===== config.mk =====
export PLATFORM = sky130hd
export DESIGN_NAME = i2c_rx_seq
export DESIGN_NICKNAME = d
export VERILOG_FILES = /design/src/rtl/i2c_rx_seq_pkg.sv /design/src/rtl/i2c_rx_seq_rem.sv /design/src/rtl/i2c_rx_seq_tmo.sv /design/src/rtl/i2c_rx_seq.sv
export SDC_FILE = /design/constraint.sdc
export NUM_CORES = 1
export LEC_CHECK = 0
export ABC_AREA = 0
export BUFFER_PORTS_ARGS = -buffer_cell sky130_fd_sc_hd__buf_2
export CORE_MARGIN = 2
export CORE_UTILIZATION = 33
export CTS_CLUSTER_SIZE = 25
export DETAILED_ROUTE_END_ITERATION = 16
export PLACE_DENSITY = 0.61
export SYNTH_ARGS = -nofsm -noshare
export SYNTH_HDL_FRONTEND = slang
export SYNTH_SLANG_ARGS = --single-unit
export TNS_END_PERCENT = 10

===== constraint.sdc =====
create_clock -name clk_i -period 4.35 [get_ports clk_i]
set_input_delay 0.87 -clock clk_i [delete_from_list [all_inputs] [get_ports clk_i]]
set_output_delay 0.87 -clock clk_i [all_outputs]
set_load 0.005 [all_outputs]

===== src/rtl/i2c_rx_seq_pkg.sv =====
package i2c_rx_seq_pkg;
  typedef enum logic [3:0] {
    S_IDLE, S_WADDR, S_ACKSET, S_POS, S_ACKCLR, S_ADDRCLR,
    S_STOP, S_WRX, S_WBTF, S_RD, S_DONE, S_ERR
  } st_e;
endpackage


===== src/rtl/i2c_rx_seq_rem.sv =====
module i2c_rx_seq_rem #(
  parameter int CNT_W = 8
) (
  input  logic             clk_i,
  input  logic             rst_ni,
  input  logic             load_i,
  input  logic [CNT_W-1:0] val_i,
  input  logic             dec_i,
  output logic [CNT_W-1:0] rem_o
);
  always_ff @(posedge clk_i or negedge rst_ni) begin
    if (!rst_ni)     rem_o <= '0;
    else if (load_i) rem_o <= val_i;
    else if (dec_i)  rem_o <= rem_o - CNT_W'(1);
  end
endmodule


===== src/rtl/i2c_rx_seq_tmo.sv =====
module i2c_rx_seq_tmo #(
  parameter int TIMEOUT = 1000
) (
  input  logic clk_i,
  input  logic rst_ni,
  input  logic wait_i,
  input  logic hit_i,
  output logic expired_o
);
  localparam int TW = $clog2(TIMEOUT + 1);
  logic [TW-1:0] cnt_q;

  always_ff @(posedge clk_i or negedge rst_ni) begin
    if (!rst_ni)              cnt_q <= '0;
    else if (!wait_i || hit_i) cnt_q <= '0;
    else                      cnt_q <= cnt_q + TW'(1);
  end

  assign expired_o = wait_i && !hit_i && (cnt_q == TW'(TIMEOUT - 1));
endmodule


===== src/rtl/i2c_rx_seq.sv =====
module i2c_rx_seq
  import i2c_rx_seq_pkg::*;
#(
  parameter int CNT_W   = 8,
  parameter int DATA_W  = 8,
  parameter int TIMEOUT = 1000
) (
  input  logic              clk_i,
  input  logic              rst_ni,
  input  logic              start_i,
  input  logic [CNT_W-1:0]  count_i,
  input  logic              addr_flag_i,
  input  logic              rxne_i,
  input  logic              btf_i,
  input  logic [DATA_W-1:0] rdata_i,
  output logic              ack_set_o,
  output logic              ack_clr_o,
  output logic              pos_set_o,
  output logic              addr_clr_o,
  output logic              stop_o,
  output logic              dr_rd_o,
  output logic              byte_valid_o,
  output logic [DATA_W-1:0] byte_o,
  output logic              done_o,
  output logic              err_o,
  output logic              busy_o
);
  localparam logic [CNT_W-1:0] C1 = CNT_W'(1);
  localparam logic [CNT_W-1:0] C2 = CNT_W'(2);
  localparam logic [CNT_W-1:0] C3 = CNT_W'(3);

  st_e state_q, state_d;
  logic [CNT_W-1:0] rem;
  logic [CNT_W-1:0] rem_nx;
  logic load, waiting, hit, expired;

  assign load = (state_q == S_IDLE) && start_i;
  assign rem_nx = rem - C1;

  i2c_rx_seq_rem #(.CNT_W(CNT_W)) u_rem (
    .clk_i(clk_i), .rst_ni(rst_ni), .load_i(load), .val_i(count_i),
    .dec_i(dr_rd_o), .rem_o(rem)
  );

  always_comb begin
    waiting = 1'b0;
    hit     = 1'b0;
    unique case (state_q)
      S_WADDR: begin waiting = 1'b1; hit = addr_flag_i; end
      S_WRX:   begin waiting = 1'b1; hit = rxne_i;      end
      S_WBTF:  begin waiting = 1'b1; hit = btf_i;       end
      default: ;
    endcase
  end

  i2c_rx_seq_tmo #(.TIMEOUT(TIMEOUT)) u_tmo (
    .clk_i(clk_i), .rst_ni(rst_ni), .wait_i(waiting), .hit_i(hit),
    .expired_o(expired)
  );

  always_comb begin
    state_d = state_q;
    unique case (state_q)
      S_IDLE:  if (start_i) state_d = S_WADDR;
      S_WADDR:
        if (expired) state_d = S_ERR;
        else if (addr_flag_i) begin
          if (rem == '0)      state_d = S_ADDRCLR;
          else if (rem == C1) state_d = S_ACKCLR;  // NACK armed before address clear
          else if (rem == C2) state_d = S_POS;
          else                state_d = S_ACKSET;
        end
      S_ACKSET: state_d = S_ADDRCLR;
      S_POS:    state_d = S_ADDRCLR;
      S_ADDRCLR:
        if (rem <= C1)      state_d = S_STOP;      // stop right behind address clear
        else if (rem == C2) state_d = S_ACKCLR;
        else if (rem == C3) state_d = S_WBTF;
        else                state_d = S_WRX;
      S_ACKCLR:
        if (rem == C1)      state_d = S_ADDRCLR;
        else if (rem == C2) state_d = S_WBTF;
        else                state_d = S_RD;
      S_WBTF:
        if (expired)   state_d = S_ERR;
        else if (btf_i) state_d = (rem == C2) ? S_STOP : S_ACKCLR;
      S_STOP:
        if (rem == '0)      state_d = S_DONE;
        else if (rem == C1) state_d = S_WRX;
        else                state_d = S_RD;
      S_WRX:
        if (expired)     state_d = S_ERR;
        else if (rxne_i) state_d = S_RD;
      S_RD:
        if (rem_nx == '0)      state_d = S_DONE;
        else if (rem_nx == C1) state_d = S_RD;     // second read of the final pair
        else if (rem_nx <= C3) state_d = S_WBTF;
        else                   state_d = S_WRX;
      S_DONE:  state_d = S_IDLE;
      S_ERR:   state_d = S_IDLE;
      default: state_d = S_IDLE;
    endcase
  end

  always_ff @(posedge clk_i or negedge rst_ni) begin
    if (!rst_ni) state_q <= S_IDLE;
    else         state_q <= state_d;
  end

  assign ack_set_o  = (state_q == S_ACKSET);
  assign ack_clr_o  = (state_q == S_ACKCLR);
  assign pos_set_o  = (state_q == S_POS);
  assign addr_clr_o = (state_q == S_ADDRCLR);
  assign stop_o     = (state_q == S_STOP);
  assign dr_rd_o    = (state_q == S_RD);
  assign done_o     = (state_q == S_DONE);
  assign err_o      = (state_q == S_ERR);
  assign busy_o     = (state_q != S_IDLE);

  always_ff @(posedge clk_i or negedge rst_ni) begin
    if (!rst_ni) begin
      byte_valid_o <= 1'b0;
      byte_o       <= '0;
    end else begin
      byte_valid_o <= dr_rd_o;
      if (dr_rd_o) byte_o <= rdata_i;
    end
  end
endmodule


==> Word level (Yosys, flattened, before mapping) <==
Index checks and enable logic that the tools add are counted.
W data, S select, Z words.
{ "totals": {"reg_bits": 31, "inputBits": 22, "output_inout_bits": 18, "word_cells": 70} }
{ "op_classes": {"add_sub_neg": 2, "order_cmp": 2, "n_eq_ne": 20, "mux": 27, "reduce_logical": 14} }
{ "op_table": {"columns": ["cell", "n"], "rows": [
  ["$mux W4", 16],
  ["$pmux W4 S9", 1],
  ["$eq A4 B3 Y1 const B", 4],
  ["$eq A4 B4 Y1 const B", 4],
  ["$eq A8 B1 Y1 const B", 2],
  ["$eq A8 B2 Y1 const B", 2],
  ["$logic_not A8 Y1", 2],
  ["$mux W8", 2],
  ["$add A10 B1 Y10 const B", 1],
  ["$eq A10 B10 Y1 const B", 1],
  ["$mux W10", 1],
  ["$ne A3 B3 Y1 const B", 3],
  ["$eq A4 B2 Y1 const B", 2],
  ["$le A8 B1 Y1 const B", 1],
  ["$le A8 B2 Y1 const B", 1],
  ["$sub A8 B1 Y8 const B", 1],
  ["$mux W3", 2],
  ["$eq A4 B1 Y1 const B", 1],
  ["$logic_not A4 Y1", 1],
  ["$reduce_and A4 Y1", 1],
  ["$reduce_bool A4 Y1", 1],
  ["$logic_and A1 B1 Y1", 3],
  ["$mux W1", 3],
  ["$pmux W1 S3", 1],
  ["other kinds (7)", 8]
]} }

==> Logic depth before layout (Yosys ltp) <==
Gate-level depths: netlist (run 1).
{ "logic_depth": {"ltp_word": 7, "depth_mapped": 10, "depth_no_buf": 8} }

==> Hierarchy <==
From an unflattened synthesis (run 1), not the netlist that was laid out.
{ "hier_totals": {"hier_cells": 221, "area_unflattened_um2": 2030.7} }
{ "modules_own_cells": {"columns": ["module", "n_inst", "cells_per_inst", "area_per_inst_um2", "seq_area_each_um2"], "rows": [
  ["i2c_rx_seq", 1, 120, 1077.3, 325.3],
  ["i2c_rx_seq_tmo", 1, 48, 486.7, 250.2],
  ["i2c_rx_seq_rem", 1, 53, 466.7, 200.2]
]} }

==> Least setup slack after synthesis (run 1) <==
Ideal clock, no wire load.
{ "synth_timing": {"kind": "register to output", "from": "register state_q[0]", "to": "output dr_rd_o", "arrival_time_ps": 1466, "required_time_ps": 3480, "setup_slack_ps": 2014, "path_stages_with_launch": 7, "n_path_buf": 3, "cell_sequence": "dfrtp_1 > buf_6 > or2b_1 > or2_2 > buf_2 > inv_2 > buf_2"} }
{ "synth_between": {"elab_chain_len": 1} }
{ "synth_lines": {"columns": ["item", "line_no", "text"], "rows": [
  ["from (decl)", "i2c_rx_seq.sv:32", "st_e state_q, state_d;"],
  ["from (signal assigned)", "i2c_rx_seq.sv:107", "else state_q <= state_d;"],
  ["$eq A4 B4 Y1", "i2c_rx_seq.sv:115", "assign dr_rd_o = (state_q == S_RD);"],
  ["to (decl)", "i2c_rx_seq.sv:21", "output logic dr_rd_o,"]
]} }
Every way passes these cells.

==> Worst setup path after layout (run 1) <==
{ "layout_timing": {"from": "register state_q[2]", "to": "output dr_rd_o"} }
Same word-level chain as after synthesis.

==> results.sh, run 1 <==
export IMPL_critPathTopFamily="simple AND/OR/NAND/NOR gates"
export IMPL_cp_arrival_ns=2.11
export IMPL_final_max_slew_viol_count=0
export IMPL_critical_path_class="flip-flop to output pin"
export IMPL_cts_tree="done"
export IMPL_synthArstFlopShare_pct=100
export IMPL_synth_seq_cells=31
export IMPL_fmax_mhz=336
export IMPL_synth_edf_count=0
export IMPL_grt_overflow_total=0
export IMPL_critPathMaxStageDelay_ns=0.54
export IMPL_cts_clk_slew_worst_paths_ns=0.07
export IMPL_syn_area_per_cell_um2=8.34
export IMPL_n_fill_cell=629
export IMPL_syn_nets=274
export IMPL_setup_viol=0
export IMPL_period_share_pct=68.4
export IMPL_outcome="finished clean"
export IMPL_layout_common_cells="42 x nand2_1, 39 x buf_2, 31 x dfrtp_1, 30 x nor2_1, 14 x o21ai_0"
export IMPL_path_max_fanout=18
export IMPL_syn_to_final_growth_pct=15.9
export IMPL_die_height_um=82.8
export IMPL_design_area_um2=2380
export IMPL_start_util_pct=34.4
export IMPL_p_per_area_nw_per_um2=634
export IMPL_grt_pass1_wl_mm=8.37
export IMPL_slew_headroom_pct=22.5
export IMPL_cts_root_buf="clkbuf_8"
export IMPL_drive_above_1_share_pct=21.9
export IMPL_gp_congestion=0.834
export IMPL_wl_mm=4.75
export IMPL_post_drt_via_cell_ratio=5.27
export IMPL_cp_end_kind="output pin"
export IMPL_first_iter_violations=122
export IMPL_critPathSlowestCell="dfrtp_1"
export IMPL_numPortBuffers=39
export IMPL_fin_nets=306
export IMPL_fp_row_count=28
export IMPL_clock_sinks=31
export IMPL_finalCriticalPeriod_ns=2.98
export IMPL_post_drt_wl_per_cell_um=13.4
export IMPL_placed_cell_area_um2=2270
export IMPL_leakage_nw=1.05
export IMPL_syn_cell_area_um2=2050
export IMPL_io_pins=40
export IMPL_finClkSkew_ns=0.00297
export IMPL_max_cap_viol_count=0
export IMPL_antenna_found_initial=0
export IMPL_antenna_left=0
export IMPL_synth_seq_area_share_pct=37.8
export IMPL_route_detailed_drc=0
export IMPL_core_um2=5960
export IMPL_crit_chain="nand2b_1 > or2_2 > inv_2 > buf_2"
export IMPL_cts_setup_buffers=0
export IMPL_synth_flop_cell="dfrtp_1"
export IMPL_p_total_mw=1.51
export IMPL_yosysWarnings=0
export IMPL_die_area_um2=6860
export IMPL_grtUsageTotal_pct=14.5
export IMPL_min_path_type="flip-flop to flip-flop"
export IMPL_crit_required_ns=3.48
export IMPL_setup_tns_ns=0
export IMPL_synth_cell_types=56
export IMPL_clock_latency_ns=0.28
export IMPL_tightest_slew_ns=1.15
export IMPL_drt_pass1_iter_count=4
export IMPL_rsz0062_at_grt="false"
export IMPL_syn_inst=246
export IMPL_irDropWorstVdd_mv=0.297
export IMPL_grt_max_degree=32
export IMPL_die_w_um=82.8
export IMPL_post_cts_resize_count=0
export IMPL_start_kind="flip-flop"
export IMPL_num_vias=1865
export IMPL_timing_hold_ws_ns=0.469
export IMPL_worst_path_buf_inv=2
export IMPL_layout_commonest_cell="nand2_1"
export IMPL_final_util_pct=39.9
export IMPL_diodes=0
export IMPL_cts_buffer_depth=2
export IMPL_holdBufCountCts=0
export IMPL_hold_violations=0
export IMPL_cts_buffers=5
export IMPL_grt_pass1_vias=1776
export IMPL_hpwl_mm=3.34
export IMPL_htree_num_levels=2
## synthesized netlist by cell type, types with 3 or more instances
cell type	n	area, um^2
and3_1	5	31.3
nand2b_1	4	25.0
a22oi_1	3	22.5
nor2b_1	3	18.8
xnor2_1	4	35.0
or2_2	3	18.8
o211ai_1	3	22.5
a31oi_1	3	18.8
nor3_1	10	50.1
ha_1	6	75.1
inv_1	6	22.5
nand3_1	11	55.1
clkbuf_1	7	26.3
nor2_1	30	113
o21ai_0	14	70.1
nand2_1	42	158
xor2_1	4	35.0
a21oi_1	5	25.0
buf_2	6	30.0
dfrtp_1	31	776
## state kept, by name (all words and copies together), names as in the netlist
register,count
u_rem.rem_o,8
byte_valid_o,1
byte_o,8
u_tmo.cnt_q,10
state_q,4
## power breakdown
group | leakage [nW] | switching [mW] | internal (mW)
Sequential | 0.399 | 0.142 | 0.385
Combinational | 0.603 | 0.419 | 0.307
Clock | 0.0505 | 0.110 | 0.144
## logic make-up after synthesis
| kind of cell | after synthesis | share of synthesized area, % |
|---|---|---|
| xor gates and xnor gates | 8 | 3.42 |
| DFF | 31 | 37.8 |
| adders and majority gates | 6 | 3.66 |
| AOI/OAI and AO/OA | 53 | 18.7 |
| muxes | 1 | 0.488 |
| and+or+nand+nor | 126 | 31.4 |
| buffers and inverters | 21 | 4.58 |
## path summary, 6_finish.rpt
path	from	endpoint	slack (ns)	depth (start not counted)
worst max register to register	u_rem.rem_o[2]$_DFFE_PN0P_	state_q[3]$_DFFE_PN0P_	1.89	6
max in group asynchronous	rst_ni	byte_o[0]$_DFFE_PN0P_	3.27	1
worst min-delay path	byte_o[1]$_DFFE_PN0P_	byte_o[1]$_DFFE_PN0P_	0.47	2
worst min register to register	byte_o[1]$_DFFE_PN0P_	byte_o[1]$_DFFE_PN0P_	0.47	2
min in group asynchronous	rst_ni	u_tmo.cnt_q[3]$_DFF_PN0_	0.63	1
worst max-delay path	state_q[2]$_DFFE_PN0P_	dr_rd_o	1.37	4
## worst min-delay path: cells and delay by family (launching register included)
| kind | cells | cell delay [ns] |
|---|---|---|
| flops | 1 | 0.34 |
| simple gates | 2 | 0.10 |
## per-layer routing
metal	GRT usage (%)	vias to the layer above	share of wire (%)
li1	-	938	-
met1	20.3	877	50
met2	21.7	45	44
met3	3.28	5	4.9
met4	5.37	0	1.1
met5	0	-	0
## metrics by stage
step | cells | setup WS (ns)
floorplan | 246 | 2.01
global placement | 346 | 1.72
detailed placement | 346 | 1.67
CTS | 354 | 1.35
global route | 354 | 1.24
finish | 354 | 1.37
## cell type report
class / count / area, um^2 / area share (%)
flip-flops and latches: 31 / 776 / 32.6
inverters: 7 / 26.3 / 1.11
clock buffers: 7 / 96.3 / 4.05
multi-input cells: 194 / 1180 / 49.7
clock inverters: 1 / 7.51 / 0.316
repair buffers: 39 / 195 / 8.21
well taps: 75 / 93.8 / 3.95
Note: power is estimated with default switching activity, not from simulation.
==> run 2, diff against run 1 <==
==> constraint.sdc (replaced) <==
create_clock -name clk_i -period 2.8 [get_ports clk_i]
set_input_delay 0.56 -clock clk_i [delete_from_list [all_inputs] [get_ports clk_i]]
set_output_delay 0.56 -clock clk_i [all_outputs]
set_load 0.005 [all_outputs]
==> results.sh, run 2 (synthesis results as in run 1) <==
export IMPL_numPortBuffers=39
export IMPL_met3_wirelength_um=264
export IMPL_post_drt_via_cell_ratio=5.27
export IMPL_min_path_type="primary input to asynchronous set/reset pin"
export IMPL_p_total_mw=2.34
export IMPL_cp_end_kind="output pin"
export IMPL_cts_buffer_depth=2
export IMPL_placedCellCount=351
export IMPL_antenna_left=0
export IMPL_irDropWorstVdd_mv=0.553
export IMPL_holdBufCountCts=0
export IMPL_io_pins=40
export IMPL_start_util_pct=34.4
export IMPL_setup_viol=0
export IMPL_drive_above_1_share_pct=23.0
export IMPL_setup_ws_ns=0.383
export IMPL_cts_setup_buffers=0
export IMPL_largest_reg_flops=10
export IMPL_top_register="u_tmo.cnt_q"
export IMPL_start_kind="flip-flop"
export IMPL_crit_required_ns=2.24
export IMPL_r2r_cells=7
export IMPL_drt_pass1_iter_count=4
export IMPL_dp_slack_ns=0.506
export IMPL_layout_commonest_cell="nand2_1"
export IMPL_r2r_end="state_q[2]$_DFFE_PN0P_"
export IMPL_grt_pass1_vias=1768
export IMPL_cp_arrival_ns=1.86
export IMPL_tightest_slew_ns=0.694
export IMPL_clock_sinks=31
export IMPL_timing_hold_ws_ns=0.317
export IMPL_core_um2=5960
export IMPL_finalCriticalPeriod_ns=2.42
export IMPL_n_fill_cell=641
export IMPL_fp_row_count=28
export IMPL_placed_cell_area_um2=2310
export IMPL_cts_tree="done"
export IMPL_cts_clk_slew_worst_paths_ns=0.06
export IMPL_clock_latency_ns=0.28
export IMPL_fin_cells=358
export IMPL_setup_tns_ns=0
export IMPL_num_vias=1886
export IMPL_path_max_fanout=14
export IMPL_top_regs="u_tmo.cnt_q x10, byte_o x8, u_rem.rem_o x8"
export IMPL_die_area_um2=6860
export IMPL_rrSetupSlack_ns=0.50
export IMPL_hpwl_mm=3.50
export IMPL_first_iter_violations=116
export IMPL_critical_path_class="flip-flop to output pin"
export IMPL_syn_to_final_growth_pct=16.9
export IMPL_critPathSlowestCell="dfrtp_1"
export IMPL_rsz0062_at_grt="false"
export IMPL_layout_common_cells="42 x nand2_1, 39 x buf_2, 31 x dfrtp_1, 30 x nor2_1, 14 x o21ai_0"
export IMPL_cts_root_buf="clkbuf_8"
export IMPL_critPathMaxStageDelay_ns=0.54
export IMPL_slew_headroom_pct=53.8
export IMPL_top_layer="met4"
export IMPL_grt_overflow_total=0
export IMPL_die_height_um=82.8
export IMPL_final_max_slew_viol_count=0
export IMPL_grt_max_degree=32
export IMPL_antenna_found_initial=0
export IMPL_die_w_um=82.8
export IMPL_max_cap_viol_count=0
export IMPL_m1WireLength_mm=2.32
export IMPL_diodes=0
export IMPL_post_cts_resize_count=0
export IMPL_fmax_mhz=414
export IMPL_final_util_pct=40.3
export IMPL_period_share_pct=86.3
export IMPL_reg2reg_from="state_q[1]$_DFFE_PN0P_"
export IMPL_outcome="finished clean"
export IMPL_route_detailed_drc=0
export IMPL_grtUsageTotal_pct=14.8
export IMPL_finClkSkew_ns=0.00541
export IMPL_crit_chain="nand2b_1 > or2_2 > inv_2 > buf_2"
export IMPL_cts_buffers=5
export IMPL_htree_num_levels=2
export IMPL_grt_pass1_wl_mm=8.46
export IMPL_wl_mm=4.89
export IMPL_fin_nets=311
export IMPL_design_area_um2=2400
export IMPL_gp_congestion=0.882
export IMPL_p_per_area_nw_per_um2=978
export IMPL_leakage_nw=1.07
export IMPL_post_drt_wl_per_cell_um=13.7
export IMPL_route_met2_wl_mm=2.23
export IMPL_hold_violations=0
run 2: cell count changes in the layout (fill, tap and decap cells not counted):
cell	delta
clkinv_2	+1
buf_4	+5
clkbuf_8	-1
clkinvlp_4	-1
run 2: area by class of cell:
type	instances	area, um^2	area share, %
Clock inverter	1	5.00	0.209
Clock buffer	6	82.6	3.44
Tap cell	75	93.8	3.91
Multi-Input combinational cell	194	1180	49.3
Timing Repair Buffer	44	233	9.71
Inverter	7	26.3	1.10
Sequential cell	31	776	32.4
run 2: worst max-delay path by stage:
stage               slack (ns)                       start                      to  cells past startpoint
floorplan                 0.64  u_rem.rem_o[0]$_DFFE_PN0P_  state_q[0]$_DFFE_PN0P_                      9
global placement          0.52      state_q[1]$_DFFE_PN0P_  state_q[2]$_DFFE_PN0P_                      7
detailed placement        0.51      state_q[3]$_DFFE_PN0P_  state_q[2]$_DFFE_PN0P_                      7
CTS                       0.38      state_q[2]$_DFFE_PN0P_                 dr_rd_o                      4
global route              0.28      state_q[2]$_DFFE_PN0P_                 dr_rd_o                      4
finish                    0.38      state_q[2]$_DFFE_PN0P_                 dr_rd_o                      4
run 2: critical path, delay by kind of cell (launching register included):
kind / cells / cell delay, ns
buffers and inverters: 2 / 0.37
flip-flops: 1 / 0.54
AND/OR/NAND/NOR: 2 / 0.66
run 2: layer usage:
layer	global-route usage (%)	vias up
met5	0	-
met4	5.51	0
met3	2.58	7
met2	23.7	56
met1	20.1	879
li1	-	944
run 2: report_power, final:
part / internal [mW] / switching [mW] / total [mW]
sequential: 0.598 / 0.230 / 0.828
clock: 0.193 / 0.163 / 0.355
combinational: 0.508 / 0.653 / 1.16
==> run 3, diff against run 2 <==
--- a/config.mk
+++ b/config.mk
@@ -9,10 +9,13 @@
 export BUFFER_PORTS_ARGS = -buffer_cell sky130_fd_sc_hd__buf_2
 export CORE_MARGIN = 2
 export CORE_UTILIZATION = 33
+export CTS_CLUSTER_DIAMETER = 150
 export CTS_CLUSTER_SIZE = 25
 export DETAILED_ROUTE_END_ITERATION = 16
 export PLACE_DENSITY = 0.61
+export SETUP_SLACK_MARGIN = 0.3
 export SYNTH_ARGS = -nofsm -noshare
 export SYNTH_HDL_FRONTEND = slang
+export SYNTH_HIERARCHICAL = 1
 export SYNTH_SLANG_ARGS = --single-unit
 export TNS_END_PERCENT = 10
==> results.sh, run 3 <==
export IMPL_cts_buffers=5
export IMPL_grt_overflow_total=0
export IMPL_antenna_found_initial=0
export IMPL_antenna_left=0
export IMPL_grt_max_degree=32
export IMPL_largest_reg_flops=10
export IMPL_numPortBuffers=39
export IMPL_finalCriticalPeriod_ns=2.42
export IMPL_synth_compound_area_share_pct=16.0
export IMPL_finClkSkew_ns=0.00301
export IMPL_synthArstFlopShare_pct=100
export IMPL_synth_xor_area_share_pct=3.45
export IMPL_intPower_mw=1.44
export IMPL_slew_headroom_pct=53.9
export IMPL_gp_congestion=0.888
export IMPL_min_path_type="primary input to asynchronous set/reset pin"
export IMPL_synth_top_family_by_area="simple AND/OR/NAND/NOR gates"
export IMPL_route_detailed_drc=0
export IMPL_leakage_nw=1.05
export IMPL_rrSetupSlack_ns=0.38
export IMPL_final_max_slew_viol_count=0
export IMPL_drt_pass1_iter_count=4
export IMPL_cts_buffer_depth=2
export IMPL_htree_num_levels=2
export IMPL_post_drt_via_cell_ratio=5.22
export IMPL_top_regs="u_tmo/cnt_q x10, byte_o x8, u_rem/rem_o x8"
export IMPL_wl_mm=4.84
export IMPL_start_kind="flip-flop"
export IMPL_syn_cell_area_um2=2030
export IMPL_p_per_area_nw_per_um2=992
export IMPL_clock_sinks=31
export IMPL_syn_to_final_growth_pct=22.6
export IMPL_syn_inst=221
export IMPL_yosys_area_share_simple_pct=30.9
export IMPL_combPwrFrac_pct=50.0
export IMPL_fin_cells=349
export IMPL_period_share_pct=86.3
export IMPL_netlist_top_cells_count="31 x dfrtp_1, 21 x nor2_1, 20 x nand2_1"
export IMPL_critical_path_class="flip-flop to flip-flop"
export IMPL_die_w_um=82.4
export IMPL_switching_power_mw=1.03
export IMPL_fmax_mhz=414
export IMPL_synth_edf_count=0
export IMPL_synth_mux_area_share_pct=4.93
export IMPL_irDropWorstVdd_mv=0.436
export IMPL_placedCellCount=333
export IMPL_post_drt_wl_per_cell_um=13.9
export IMPL_synth_top_area_share_pct=38.2
export IMPL_setup_tns_ns=0
export IMPL_top_register="u_tmo/cnt_q"
export IMPL_grt_pass1_vias=1662
export IMPL_cp_end_kind="flip-flop"
export IMPL_core_um2=5920
export IMPL_rsz0062_at_grt="true"
export IMPL_cts_clk_slew_worst_paths_ns=0.07
export IMPL_first_iter_violations=165
export IMPL_yosys_top_cells_area="dfrtp_1 38%, mux2_2 4.4%, nor2_1 3.9%, nand2_1 3.7%, a21oi_1 3.0%"
export IMPL_synth_flop_cell="dfrtp_1"
export IMPL_setup_viol=0
export IMPL_start_util_pct=34.3
export IMPL_synth_seq_area_share_pct=38.2
export IMPL_fin_nets=297
export IMPL_n_fill_cell=596
export IMPL_io_pins=40
export IMPL_layout_commonest_cell="buf_2"
export IMPL_synth_cell_types=56
export IMPL_tightest_slew_ns=0.692
export IMPL_swShare_pct=41.6
export IMPL_syn_nets=245
export IMPL_syn_area_per_cell_um2=9.19
export IMPL_hpwl_mm=3.37
export IMPL_seq_power_share_pct=34.2
export IMPL_cts_tree="done"
export IMPL_r2r_end="state_q[2]$_DFFE_PN0P_"
export IMPL_layout_common_cells="39 x buf_2, 28 x dfrtp_1, 20 x nor2_1, 20 x nand2_1, 16 x buf_4"
export IMPL_synth_largest_area_cell="dfrtp_1"
export IMPL_r2r_cells=10
export IMPL_yosysWarnings=6
export IMPL_synth_seq_cells=31
export IMPL_reg2reg_from="state_q[2]$_DFFE_PN0P_"
export IMPL_fp_row_count=28
export IMPL_crit_required_ns=3.01
export IMPL_die_area_um2=6800
export IMPL_hold_violations=0
export IMPL_cts_root_buf="clkbuf_8"
export IMPL_max_cap_viol_count=0
export IMPL_p_clk_share_pct=15.7
export IMPL_clock_latency_ns=0.27
export IMPL_drive_above_1_share_pct=33.2
export IMPL_grtUsageTotal_pct=14.8
export IMPL_die_height_um=82.4
export IMPL_path_max_fanout=8
export IMPL_cp_arrival_ns=2.62
export IMPL_grt_pass1_wl_mm=7.89
export IMPL_synth_adder_area_share_pct=1.23
export IMPL_num_vias=1821
export IMPL_yosysMostFrequentCell="dfrtp_1"
export IMPL_diodes=0
export IMPL_outcome="finished clean"
==> run 3: cell count changes after synthesis, moves of 7 or more <==
cell / previous run / this run
a21oi_1: 5 / 12
mux2_2: 0 / 8
nand2_1: 42 / 20
nor2_1: 30 / 21
==> run 3: area by class of cell <==
class	count	area (um^2)	area share [%]
Multi-Input combinational cell	174	1170	47.1
Inverter	5	18.8	0.754
Timing Repair Buffer	56	320	12.9
Sequential cell	31	779	31.3
Clock buffer	7	96.3	3.87
Tap cell	75	93.8	3.77
Clock inverter	1	7.51	0.302
==> run 3: worst max-delay path: stages (launching register included) <==
cell and delay (ns):
dfrtp_2 0.47, or2_2 0.34, o22ai_1 0.16, nor2b_1 0.19, nand3_1 0.13, nor2_4 0.17
nor2_1 0.06, o211ai_1 0.12, o211ai_1 0.21, or3b_1 0.40, nand3_1 0.09
==> run 3: layer usage <==
layer,routed length [um],vias to the layer above,part of all wire [%],track usage [%]
met4,0,0,0,3.00
met2,2190,57,45,21.8
met1,2370,857,49,22.7
met3,283,0,5.8,2.61
li1,-,907,-,-
met5,0,-,0,0
==> run 3: logic make-up after synthesis <==
kind of cell	after synthesis
AND/OR/NAND/NOR	105
AO/OA/AOI/OAI	50
XOR/XNOR	8
multiplexers	9
adder cells (fa/ha/maj)	2
buffers and inverters	16
flip-flops	31
==> run 3: power by group through the flow <==
stage	clock, mW	sequential [mW]	combinational [mW]
final	0.388	0.845	1.24
after global routing	0.426	0.877	1.37
after detailed placement	0	0.852	1.13
after CTS	0.402	0.847	1.14
after floorplan	0	0.785	0.885
after global placement	0	0.845	1.13
==> run 3: worst max-delay path by stage <==
stage / start / end / cells past startpoint
final: state_q[2]$_DFFE_PN0P_ / state_q[2]$_DFFE_PN0P_ / 10
after global routing: state_q[2]$_DFFE_PN0P_ / state_q[1]$_DFFE_PN0P_ / 10
after CTS: state_q[1]$_DFFE_PN0P_ / state_q[2]$_DFFE_PN0P_ / 10
after detailed placement: state_q[1]$_DFFE_PN0P_ / state_q[2]$_DFFE_PN0P_ / 10
after global placement: state_q[1]$_DFFE_PN0P_ / state_q[2]$_DFFE_PN0P_ / 10
after floorplan: state_q[0]$_DFFE_PN0P_ / state_q[2]$_DFFE_PN0P_ / 11
==> run 3: what timing repair did <==
item	4_1_cts	5_1_grt
gates resized for setup	3	5
setup buffers	0	8
hold buffers	0	0
cloned	0	0
setup endpoints to repair	4	4
==> run 3: per-stage QoR <==
step	total power [mW]	setup slack (ns)	hold slack (ns)	instance area [um^2]	utilization (%)
final	2.47	0.383	0.324	2490	42.0
after global routing	2.68	0.271	0.386	2490	42.0
after CTS	2.39	0.307	0.342	2410	40.7
after detailed placement	1.98	0.173	0.487	2300	38.8
after global placement	1.98	0.287	0.484	2300	38.8
after floorplan	1.67	0.383	0.264	2030	-
